`config.mk`:
```
export PLATFORM = sky130hd
export DESIGN_NAME = tm_convert_burst
export DESIGN_NICKNAME = d
export VERILOG_FILES = /design/src/rtl/tmb_pkg.sv /design/src/rtl/tmb_test_reg.sv /design/src/rtl/tmb_timing.sv /design/src/rtl/tmb_burst_fsm.sv /design/src/rtl/tm_convert_burst.sv
export SDC_FILE = /design/constraint.sdc
export NUM_CORES = 1
export LEC_CHECK = 0
export BUFFER_PORTS_ARGS = -buffer_cell sky130_fd_sc_hd__buf_2
export CAP_MARGIN = 20
export CELL_PAD_IN_SITES_DETAIL_PLACEMENT = 1
export CELL_PAD_IN_SITES_GLOBAL_PLACEMENT = 2
export CORE_AREA = 2 2 110 112
export DETAILED_ROUTE_END_ITERATION = 6
export DIE_AREA = 0 0 112 114
export PLACE_DENSITY_LB_ADDON = 0.05
export SLEW_MARGIN = 40
export SYNTH_ARGS = -nofsm -noshare
export SYNTH_HDL_FRONTEND = slang
export SYNTH_SLANG_ARGS = --single-unit
```
`constraint.sdc`:
```
create_clock -name clk -period 7.54 [get_ports clk]
set_clock_uncertainty 0.2 [all_clocks]
set_input_delay 0.754 -clock clk [delete_from_list [all_inputs] [get_ports clk]]
set_output_delay 0.754 -clock clk [all_outputs]
set_load 0.01 [all_outputs]
```
`src/rtl/tmb_pkg.sv`:
```
package tmb_pkg;
  typedef enum logic [1:0] {
    ST_IDLE  = 2'd0,
    ST_DELAY = 2'd1,
    ST_PULSE = 2'd2,
    ST_GAP   = 2'd3
  } burst_st_e;

  localparam int DLY_BASE_CYC = 15;  // fixed 150 ns lead at 10 ns/cycle
  localparam int UNIT_CYC     = 2;   // one 20 ns unit in cycles
endpackage

```
`src/rtl/tmb_test_reg.sv`:
```
module tmb_test_reg (
  input  logic       clk,
  input  logic       rst_n,
  input  logic       wr,
  input  logic [3:0] data,
  output logic       mode,
  output logic       lv_clk,
  output logic       lv_shift,
  output logic       lv_tp,
  output logic       start,
  output logic       abort
);
  logic       mode_q, mode_d;
  logic [2:0] lv_q, lv_d;

  always_comb begin
    mode_d = mode_q;
    lv_d   = lv_q;
    if (wr) begin
      mode_d = data[0];
      lv_d   = data[3:1] & {3{data[0]}};
    end
  end

  always_ff @(posedge clk or negedge rst_n) begin
    if (!rst_n) begin
      mode_q <= 1'b0;
      lv_q   <= 3'b000;
    end else if (wr) begin
      mode_q <= mode_d;
      lv_q   <= lv_d;
    end
  end

  assign start    = wr & data[0] & data[3] & ~lv_q[2];
  assign abort    = wr & ~data[0];
  assign mode     = mode_q;
  assign lv_clk   = lv_q[0];
  assign lv_shift = lv_q[1];
  assign lv_tp    = lv_q[2];

  // no level may stay up once test mode is off
  p_lvl_needs_mode_r2: assert property (@(posedge clk) disable iff (!rst_n)
    !mode_q |-> (lv_q == 3'b000));
  // the mode register takes the written bit
  p_mode_follows_r1: assert property (@(posedge clk) disable iff (!rst_n)
    wr |=> (mode == $past(data[0])));
endmodule

```
`src/rtl/tmb_timing.sv`:
```
module tmb_timing #(
  parameter int T3_W  = 8,
  parameter int T4_W  = 9,
  parameter int T5_W  = 9,
  parameter int CNT_W = 12
) (
  input  logic [T3_W-1:0]  t3,
  input  logic [T4_W-1:0]  t4,
  input  logic [T5_W-1:0]  t5,
  output logic [CNT_W-1:0] dly_cyc,
  output logic [CNT_W-1:0] wid_cyc,
  output logic [CNT_W-1:0] gap_cyc
);
  import tmb_pkg::*;

  logic [CNT_W-1:0] t3x, t4x, t5x;

  always_comb begin
    t4x = CNT_W'(t4);
    if (t4x == '0) t4x = CNT_W'(1);
    t3x = CNT_W'(t3);
    if (t3x == '0) t3x = CNT_W'(1);
    if (t3x > t4x) t3x = t4x;
    t5x = CNT_W'(t5);
    if (t5x < CNT_W'(2)) t5x = CNT_W'(2);
    dly_cyc = CNT_W'(DLY_BASE_CYC) + CNT_W'(UNIT_CYC) * t5x;
    wid_cyc = CNT_W'(UNIT_CYC) * t3x;
    gap_cyc = CNT_W'(UNIT_CYC) + CNT_W'(UNIT_CYC) * (t4x - t3x);
  end
endmodule

```
`src/rtl/tmb_burst_fsm.sv`:
```
module tmb_burst_fsm #(
  parameter int CNT_W = 12,
  parameter int N_W   = 11
) (
  input  logic             clk,
  input  logic             rst_n,
  input  logic             start,
  input  logic             abort,
  input  logic [CNT_W-1:0] dly_cyc,
  input  logic [CNT_W-1:0] wid_cyc,
  input  logic [CNT_W-1:0] gap_cyc,
  input  logic [N_W-1:0]   n_conv,
  output logic             conv
);
  import tmb_pkg::*;

  burst_st_e        st_q, st_d;
  logic [CNT_W-1:0] cnt_q, cnt_d, wid_q, wid_d, gap_q, gap_d;
  logic [N_W-1:0]   left_q, left_d;

  always_comb begin
    st_d   = st_q;
    cnt_d  = cnt_q;
    left_d = left_q;
    wid_d  = wid_q;
    gap_d  = gap_q;
    if (abort) begin
      st_d   = ST_IDLE;
      cnt_d  = '0;
      left_d = '0;
    end else begin
      unique case (st_q)
        ST_IDLE: if (start && n_conv != '0) begin
          st_d   = ST_DELAY;
          cnt_d  = dly_cyc - CNT_W'(1);
          left_d = n_conv;
          wid_d  = wid_cyc;
          gap_d  = gap_cyc;
        end
        ST_DELAY: if (cnt_q == '0) begin
          st_d  = ST_PULSE;
          cnt_d = wid_q - CNT_W'(1);
        end else cnt_d = cnt_q - CNT_W'(1);
        ST_PULSE: if (cnt_q == '0) begin
          left_d = left_q - N_W'(1);
          if (left_q == N_W'(1)) st_d = ST_IDLE;
          else begin
            st_d  = ST_GAP;
            cnt_d = gap_q - CNT_W'(1);
          end
        end else cnt_d = cnt_q - CNT_W'(1);
        ST_GAP: if (cnt_q == '0) begin
          st_d  = ST_PULSE;
          cnt_d = wid_q - CNT_W'(1);
        end else cnt_d = cnt_q - CNT_W'(1);
        default: st_d = ST_IDLE;
      endcase
    end
  end

  always_ff @(posedge clk or negedge rst_n) begin
    if (!rst_n) begin
      st_q   <= ST_IDLE;
      cnt_q  <= '0;
      left_q <= '0;
      wid_q  <= '0;
      gap_q  <= '0;
    end else begin
      st_q   <= st_d;
      cnt_q  <= cnt_d;
      left_q <= left_d;
      wid_q  <= wid_d;
      gap_q  <= gap_d;
    end
  end

  assign conv = (st_q == ST_PULSE);

  // a burst in flight never gains pulses
  p_no_count_gain_r7: assert property (@(posedge clk) disable iff (!rst_n)
    (st_q != ST_IDLE && !abort) |=> (left_q <= $past(left_q)));
  // abort lands in idle
  p_abort_idle_r8: assert property (@(posedge clk) disable iff (!rst_n)
    abort |=> (st_q == ST_IDLE));
  // pulse counter stays within captured width
  p_pulse_bound_r4: assert property (@(posedge clk) disable iff (!rst_n)
    (st_q == ST_PULSE) |-> (cnt_q < wid_q));
  // active burst always has pulses left
  p_left_live_r5: assert property (@(posedge clk) disable iff (!rst_n)
    (st_q != ST_IDLE) |-> (left_q != '0));
endmodule

```
`src/rtl/tm_convert_burst.sv`:
```
module tm_convert_burst #(
  parameter int N_W  = 11,
  parameter int T3_W = 8,
  parameter int T4_W = 9,
  parameter int T5_W = 9
) (
  input  logic            clk,
  input  logic            rst_n,
  input  logic            cfg_wr,
  input  logic [3:0]      cfg_data,
  input  logic [N_W-1:0]  num_conv,
  input  logic [T3_W-1:0] t3_val,
  input  logic [T4_W-1:0] t4_val,
  input  logic [T5_W-1:0] t5_val,
  input  logic            trig_raw,
  input  logic            seq_hold,
  input  logic            seq_busy,
  output logic            test_on,
  output logic            fe_clock,
  output logic            fe_shift,
  output logic            fe_tpulse,
  output logic            conv_out,
  output logic            trig_ok,
  output logic            hold_out,
  output logic            busy_out
);
  localparam int TW_MAX = (T4_W > T5_W) ? T4_W : T5_W;
  localparam int CNT_W  = TW_MAX + 3;

  logic             mode, start, abort;
  logic [CNT_W-1:0] dly_cyc, wid_cyc, gap_cyc;

  tmb_test_reg u_reg (
    .clk(clk), .rst_n(rst_n), .wr(cfg_wr), .data(cfg_data),
    .mode(mode), .lv_clk(fe_clock), .lv_shift(fe_shift), .lv_tp(fe_tpulse),
    .start(start), .abort(abort)
  );

  tmb_timing #(.T3_W(T3_W), .T4_W(T4_W), .T5_W(T5_W), .CNT_W(CNT_W)) u_tim (
    .t3(t3_val), .t4(t4_val), .t5(t5_val),
    .dly_cyc(dly_cyc), .wid_cyc(wid_cyc), .gap_cyc(gap_cyc)
  );

  tmb_burst_fsm #(.CNT_W(CNT_W), .N_W(N_W)) u_fsm (
    .clk(clk), .rst_n(rst_n), .start(start), .abort(abort),
    .dly_cyc(dly_cyc), .wid_cyc(wid_cyc), .gap_cyc(gap_cyc),
    .n_conv(num_conv), .conv(conv_out)
  );

  assign test_on  = mode;
  assign trig_ok  = trig_raw & ~mode;
  assign hold_out = seq_hold & ~mode;
  assign busy_out = seq_busy & ~mode;

  // normal-path signals are silent in test mode
  p_mode_gates_r6: assert property (@(posedge clk) disable iff (!rst_n)
    test_on |-> !(hold_out || busy_out || trig_ok));
  // converts only while test mode is on
  p_conv_in_mode_r8: assert property (@(posedge clk) disable iff (!rst_n)
    conv_out |-> test_on);
endmodule

```
# Yosys cells after proc, flatten, opt, wreduce, memory -nomap -nowiden
# Index checks and enable logic that the tools add are counted.
[totals] register_bits=52 input_bits=47 output_inout_bits=8 word_cells=69
[op_classes] add_sub_neg=8 order_cmp=2 eq_ne=8 mux=20 bitwise=12 n_reduce_logical=12
[op_table] cell="$mux W12" count=5
[op_table] cell="$pmux W12 S3" count=1
[op_table] cell="$sub A12 B1 Y12 const B" count=3
[op_table] cell="$mux W11" count=3
[op_table] cell="$mux W9" count=3
[op_table] cell="$pmux W11 S2" count=1
[op_table] cell="$add A2 B12 Y12 const A" count=1
[op_table] cell="$logic_not A12 Y1" count=1
[op_table] cell="$sub A11 B1 Y12 const B" count=1
[op_table] cell="$add A4 B10 Y11 const A" count=1
[op_table] cell="$eq A11 B1 Y1 const B" count=1
[op_table] cell="$reduce_bool A11 Y1" count=1
[op_table] cell="$sub A11 B1 Y11 const B" count=1
[op_table] cell="$mux W2" count=5
[op_table] cell="$sub A9 B9 Y10" count=1
[op_table] cell="$gt A8 B9 Y1" count=1
[op_table] cell="$logic_not A9 Y1" count=1
[op_table] cell="$lt A9 B2 Y1 const B" count=1
[op_table] cell="$reduce_and A3 Y1" count=3
[op_table] cell="$logic_not A8 Y1" count=1
[op_table] cell="$mux W8" count=1
[op_table] cell="$and A1 B1 Y1" count=7
[op_table] cell="$ne A3 B1 Y1 const B" count=2
[op_table] cell="$pmux W2 S3" count=1
[op_table] cell="11 further kinds" count=15

# Longest topological paths before layout
[depth] word_depth=7 depth_mapped=21 depth_no_buf=21

# Modules after synthesis
# Synthesis repeated with hierarchy kept, for this count alone.
[hier_totals] cells_unflattened=580 area_unflattened_um2=4853.4
[by_module_without_submodules] module="tmb_burst_fsm" n_inst=1 cells_per_inst=388 area_per_inst_um2=3374.5 seq_area_each_um2=1226.2
[by_module_without_submodules] module="tmb_timing" n_inst=1 cells_per_inst=172 area_per_inst_um2=1277.5 seq_area_each_um2=0.0
[by_module_without_submodules] module="tmb_test_reg" n_inst=1 cells_per_inst=17 area_per_inst_um2=182.7 seq_area_each_um2=100.1
[by_module_without_submodules] module="tm_convert_burst" n_inst=1 cells_per_inst=3 area_per_inst_um2=18.8 seq_area_each_um2=0.0

# Least setup slack after synthesis
# No wires, ideal clock.
[synth_path] kind="input to register" from="input t4_val[4]" to="register u_fsm.gap_q[11]" setup_ns=0.134 arrival_ns=4.295 required_ns=7.206 setup_slack_ns=2.911 path_stages=20 path_buffers=0 path_cell_list="nor4_1 > a21oi_1 > inv_1 > ha_1 > nor2b_1 > o21a_1 > o21ai_0 > a21oi_1 > o21ai_2 > mux2i_1 > ha_1 > inv_1 > fa_1 > ha_1 > nor3b_1 > mux2i_1 > nor4bb_1 > nand3_1 > o21ai_0 > o21ai_0"
[synth_between] elab_chain_cells=6
[synth_lines] item="start, declared" line="tm_convert_burst.sv:13" text="input logic [T4_W-1:0] t4_val,"
[synth_lines] item="$logic_not A9 Y1" line="tmb_timing.sv:20" text="if (t4x == '0) t4x = CNT_W'(1);"
[synth_lines] item="$mux W9 *" line="tmb_timing.sv:20"
[synth_lines] item="$gt A8 B9 Y1" line="tmb_timing.sv:23" text="if (t3x > t4x) t3x = t4x;"
[synth_lines] item="$mux W9 *" line="tmb_timing.sv:23"
[synth_lines] item="via u_fsm.wid_cyc[1]" line="tmb_burst_fsm.sv:10" text="input logic [CNT_W-1:0] wid_cyc,"
[synth_lines] item="$sub A9 B9 Y10 *" line="tmb_timing.sv:28" text="gap_cyc = CNT_W'(UNIT_CYC) + CNT_W'(UNIT_CYC) * (t4x - t3x);"
[synth_lines] item="$add A2 B12 Y12 *" line="tmb_timing.sv:28"
[synth_lines] item="end signal, assigned" line="tmb_burst_fsm.sv:73" text="gap_q <= gap_d;"
[synth_lines] item="end, declared" line="tmb_burst_fsm.sv:18" text="logic [CNT_W-1:0] cnt_q, cnt_d, wid_q, wid_d, gap_q, gap_d;"
# Mark *: on every way through the listed nets, which the timed path passes. The rest lies on a longest branch.
# A chain may end at the register's enable or synchronous reset.

# Worst setup path after layout
# Ends and elaborated chain as after synthesis.

==> impl_metrics.toml <==
[run_status]
status = "complete, no violations"

[power_and_ir_drop]
power_switching_share = 0.459
leakagePower_nw = 2.08
power_mw = 1.52
p_sw_mw = 0.696
p_clk_frac = 0.156
ir_worst_vdd_uv = 128
combPwrFrac = 0.490
p_per_area_nw_per_um2 = 319
seq_power_share = 0.354
intPower_mw = 0.822

[drt]
drt-initial-drc-count = 155
antenna_left = 0
routed.top_layer = "met4"
dr.pass1.iters = 4
wl_met1_um = 5850
wl_met2_um = 6310
vias_per_cell = 5.57
drcViolationCount = 0
wl_per_cell_um = 17.8
wirelength_um = 12700
num_vias = 3972
wl_met3_um = 312

[clock_tree]
clock_sinks = 49
cts_root_buf = "clkbuf_16"
cts_max_path_buffers = 2
cts_setup_buffers = 0
h-tree-depth = 2
clkTransAtPathRegs_ns = 0.07
holdBufCountCts = 0
cts_made_buffers = 5
clock_latency_ns = 0.30
cts_tree = "done"
cts_resized = 0

[worst_setup_path]
r2r_start = "u_fsm.cnt_q[0]"
start_kind = "primary input"
critPathKind = "in -> reg"
cp_max_fo = 8
crit_arrival_ns = 5.05
crit_required_ns = 7.51
endpoint_kind = "register"
crit_start = "t4_val[4]"

[timing]
final.setup.tns_ns = 0
finalCriticalPeriod_ns = 5.08
setup_viol = 0
maxSlewHeadroom = 0.466
worst_pin_slew_ns = 0.800
max_freq_ghz = 0.197
period_share = 0.673
report.final.slew_viol_count = 0
hold_viol = 0
rsz0062_at_grt = "no"

[yosys]
synth-seq-cells = 49
synth-main-ff-cell = "dfrtp_1"
ys_seq_area_frac = 0.290
ys_warn_count = 0
async_flop_share = 1.00
syn-cell-area_um2 = 4230
synth_edf_count = 0
syn_nets = 604
syn_area_per_cell_um2 = 7.96
netlist_instances = 532
ys_types = 69

[placement]
dp_hpwl_um = 10200
dp_cells = 704
io_buffer_count = 54
place_congestion = 0.806

[grt]
grt_pass1_vias = 3910
antenna_found_initial = 0
grt_max_degree = 50
grt_pass1_wl_um = 21100
grt_use_total = 0.207
gr-total-overflow = 0

[finish]
num_antenna_cells = 0
layout_common_cells = "buf_2, nor2_1, dfrtp_1"
syn2layout_area_growth_pct = 12.3
layout-drive-gt1-share = 0.155
final_cells = 713
layout.nets = 637
final_common_cell = "buf_2"

[min_path]
hold_path.class = "reg -> reg"
hold_start = "u_fsm.left_q[6]"

[flow_run]
max_cap_viol_count = 0

[floorplanning]
io_pins = 55
die_w_um = 112
coreArea_um2 = 11700
die-height_um = 114
start_util = 0.362
fp-row-count = 40
dieArea_um2 = 12800
-- flip-flops by register name (all words and copies together), names as in the netlist --
register / cells
u_fsm.cnt_q: 12
u_fsm.gap_q: 11
u_fsm.left_q: 11
u_fsm.wid_q: 9
u_reg.lv_q: 3
u_fsm.st_q: 2
u_reg.mode: 1
-- worst max-delay path, cell delays in order --
cell and delay [ns]:
buf_2 0.12, nor4_1 0.33, a21oi_1 0.17, inv_1 0.08, ha_1 0.14, nor2b_1 0.04, o21a_1 0.16, o21ai_0 0.14
a21oi_1 0.09, o21ai_2 0.44, mux2i_1 0.31, ha_1 0.22, inv_1 0.06, fa_1 0.50, ha_1 0.20, nor3b_1 0.19
mux2i_1 0.14, nor4bb_1 0.46, nand3_1 0.18, o21ai_0 0.20, o21ai_0 0.10
-- Yosys cell counts (3+ instances only) --
master	number	area, um^2
a211oi_1	5	37.5
a21o_1	5	37.5
a21oi_1	38	190
a22o_1	3	26.3
a22oi_1	5	37.5
clkbuf_1	29	109
dfrtp_1	49	1230
ha_1	24	300
inv_1	25	93.8
mux2_2	3	33.8
mux2i_1	11	110
nand2_1	46	173
nand2b_1	7	43.8
nand3_1	19	95.1
nand4_1	3	18.8
nor2_1	49	184
nor2b_1	6	37.5
nor3_1	21	105
nor4_1	14	87.6
o21a_1	3	22.5
o21ai_0	36	180
o21ai_1	14	70.1
o221ai_1	3	26.3
o2bb2ai_1	9	78.8
or3_1	7	43.8
xnor2_1	20	175
xor2_1	20	175
-- final timing paths --
check	to	slack, ns	depth (start not counted)
worst max-delay path	u_fsm.gap_q[11]	2.46	21
min in group asynchronous	u_fsm.left_q[7]	0.36	2
worst min-delay path	u_fsm.left_q[6]	0.30	1
max in group asynchronous	u_fsm.st_q[0]	6.32	2
worst min register to register	u_fsm.left_q[6]	0.30	1
worst max register to register	u_fsm.left_q[0]	4.17	8
-- final cells by class --
| type | instances | area (um^2) |
|---|---|---|
| fillers | 1465 | 6960 |
| multi-input cells | 424 | 2780 |
| flip-flops and latches | 49 | 1230 |
| repair buffers | 59 | 312 |
| well taps | 147 | 184 |
| clock buffers | 6 | 139 |
| inverters | 26 | 97.6 |
| clock inverters | 2 | 13.8 |
-- cell families (layout without fill, tap and decap cells) --
family          count (synthesis)  count (layout)  share of synthesized area
simple gates                  200             200                      0.245
compound gates                145             145                      0.219
buf+inv                        59              93                     0.0547
flops                          49              49                      0.290
xor+xnor                       40              40                     0.0827
fa+ha+maj                      25              25                     0.0757
mux                            14              14                     0.0340
-- through the flow --
stage	util	hold slack, ns	area, um^2	setup WS, ns
final	0.406	0.303	4760	2.46
after global placement	0.390	0.279	4570	2.33
after floorplan	-	0.257	4230	2.91
after CTS	0.405	0.305	4740	2.40
after global routing	0.406	0.314	4760	2.03
after detailed placement	0.392	0.288	4590	2.12
-- power groups by stage --
stage / clock network (mW) / registers (mW) / logic (mW)
after detailed placement: 0 / 0.542 / 0.743
after global routing: 0.256 / 0.563 / 0.841
after global placement: 0 / 0.536 / 0.722
after CTS: 0.245 / 0.536 / 0.751
after floorplan: 0 / 0.482 / 0.568
final: 0.237 / 0.537 / 0.744
-- per-layer routing --
layer | up-vias | global-route usage
li1 | 1970 | -
met1 | 1939 | 0.275
met2 | 52 | 0.356
met3 | 11 | 0.0276
met4 | 0 | 0.0593
met5 | - | 0
(Power assumes the default switching activity.)
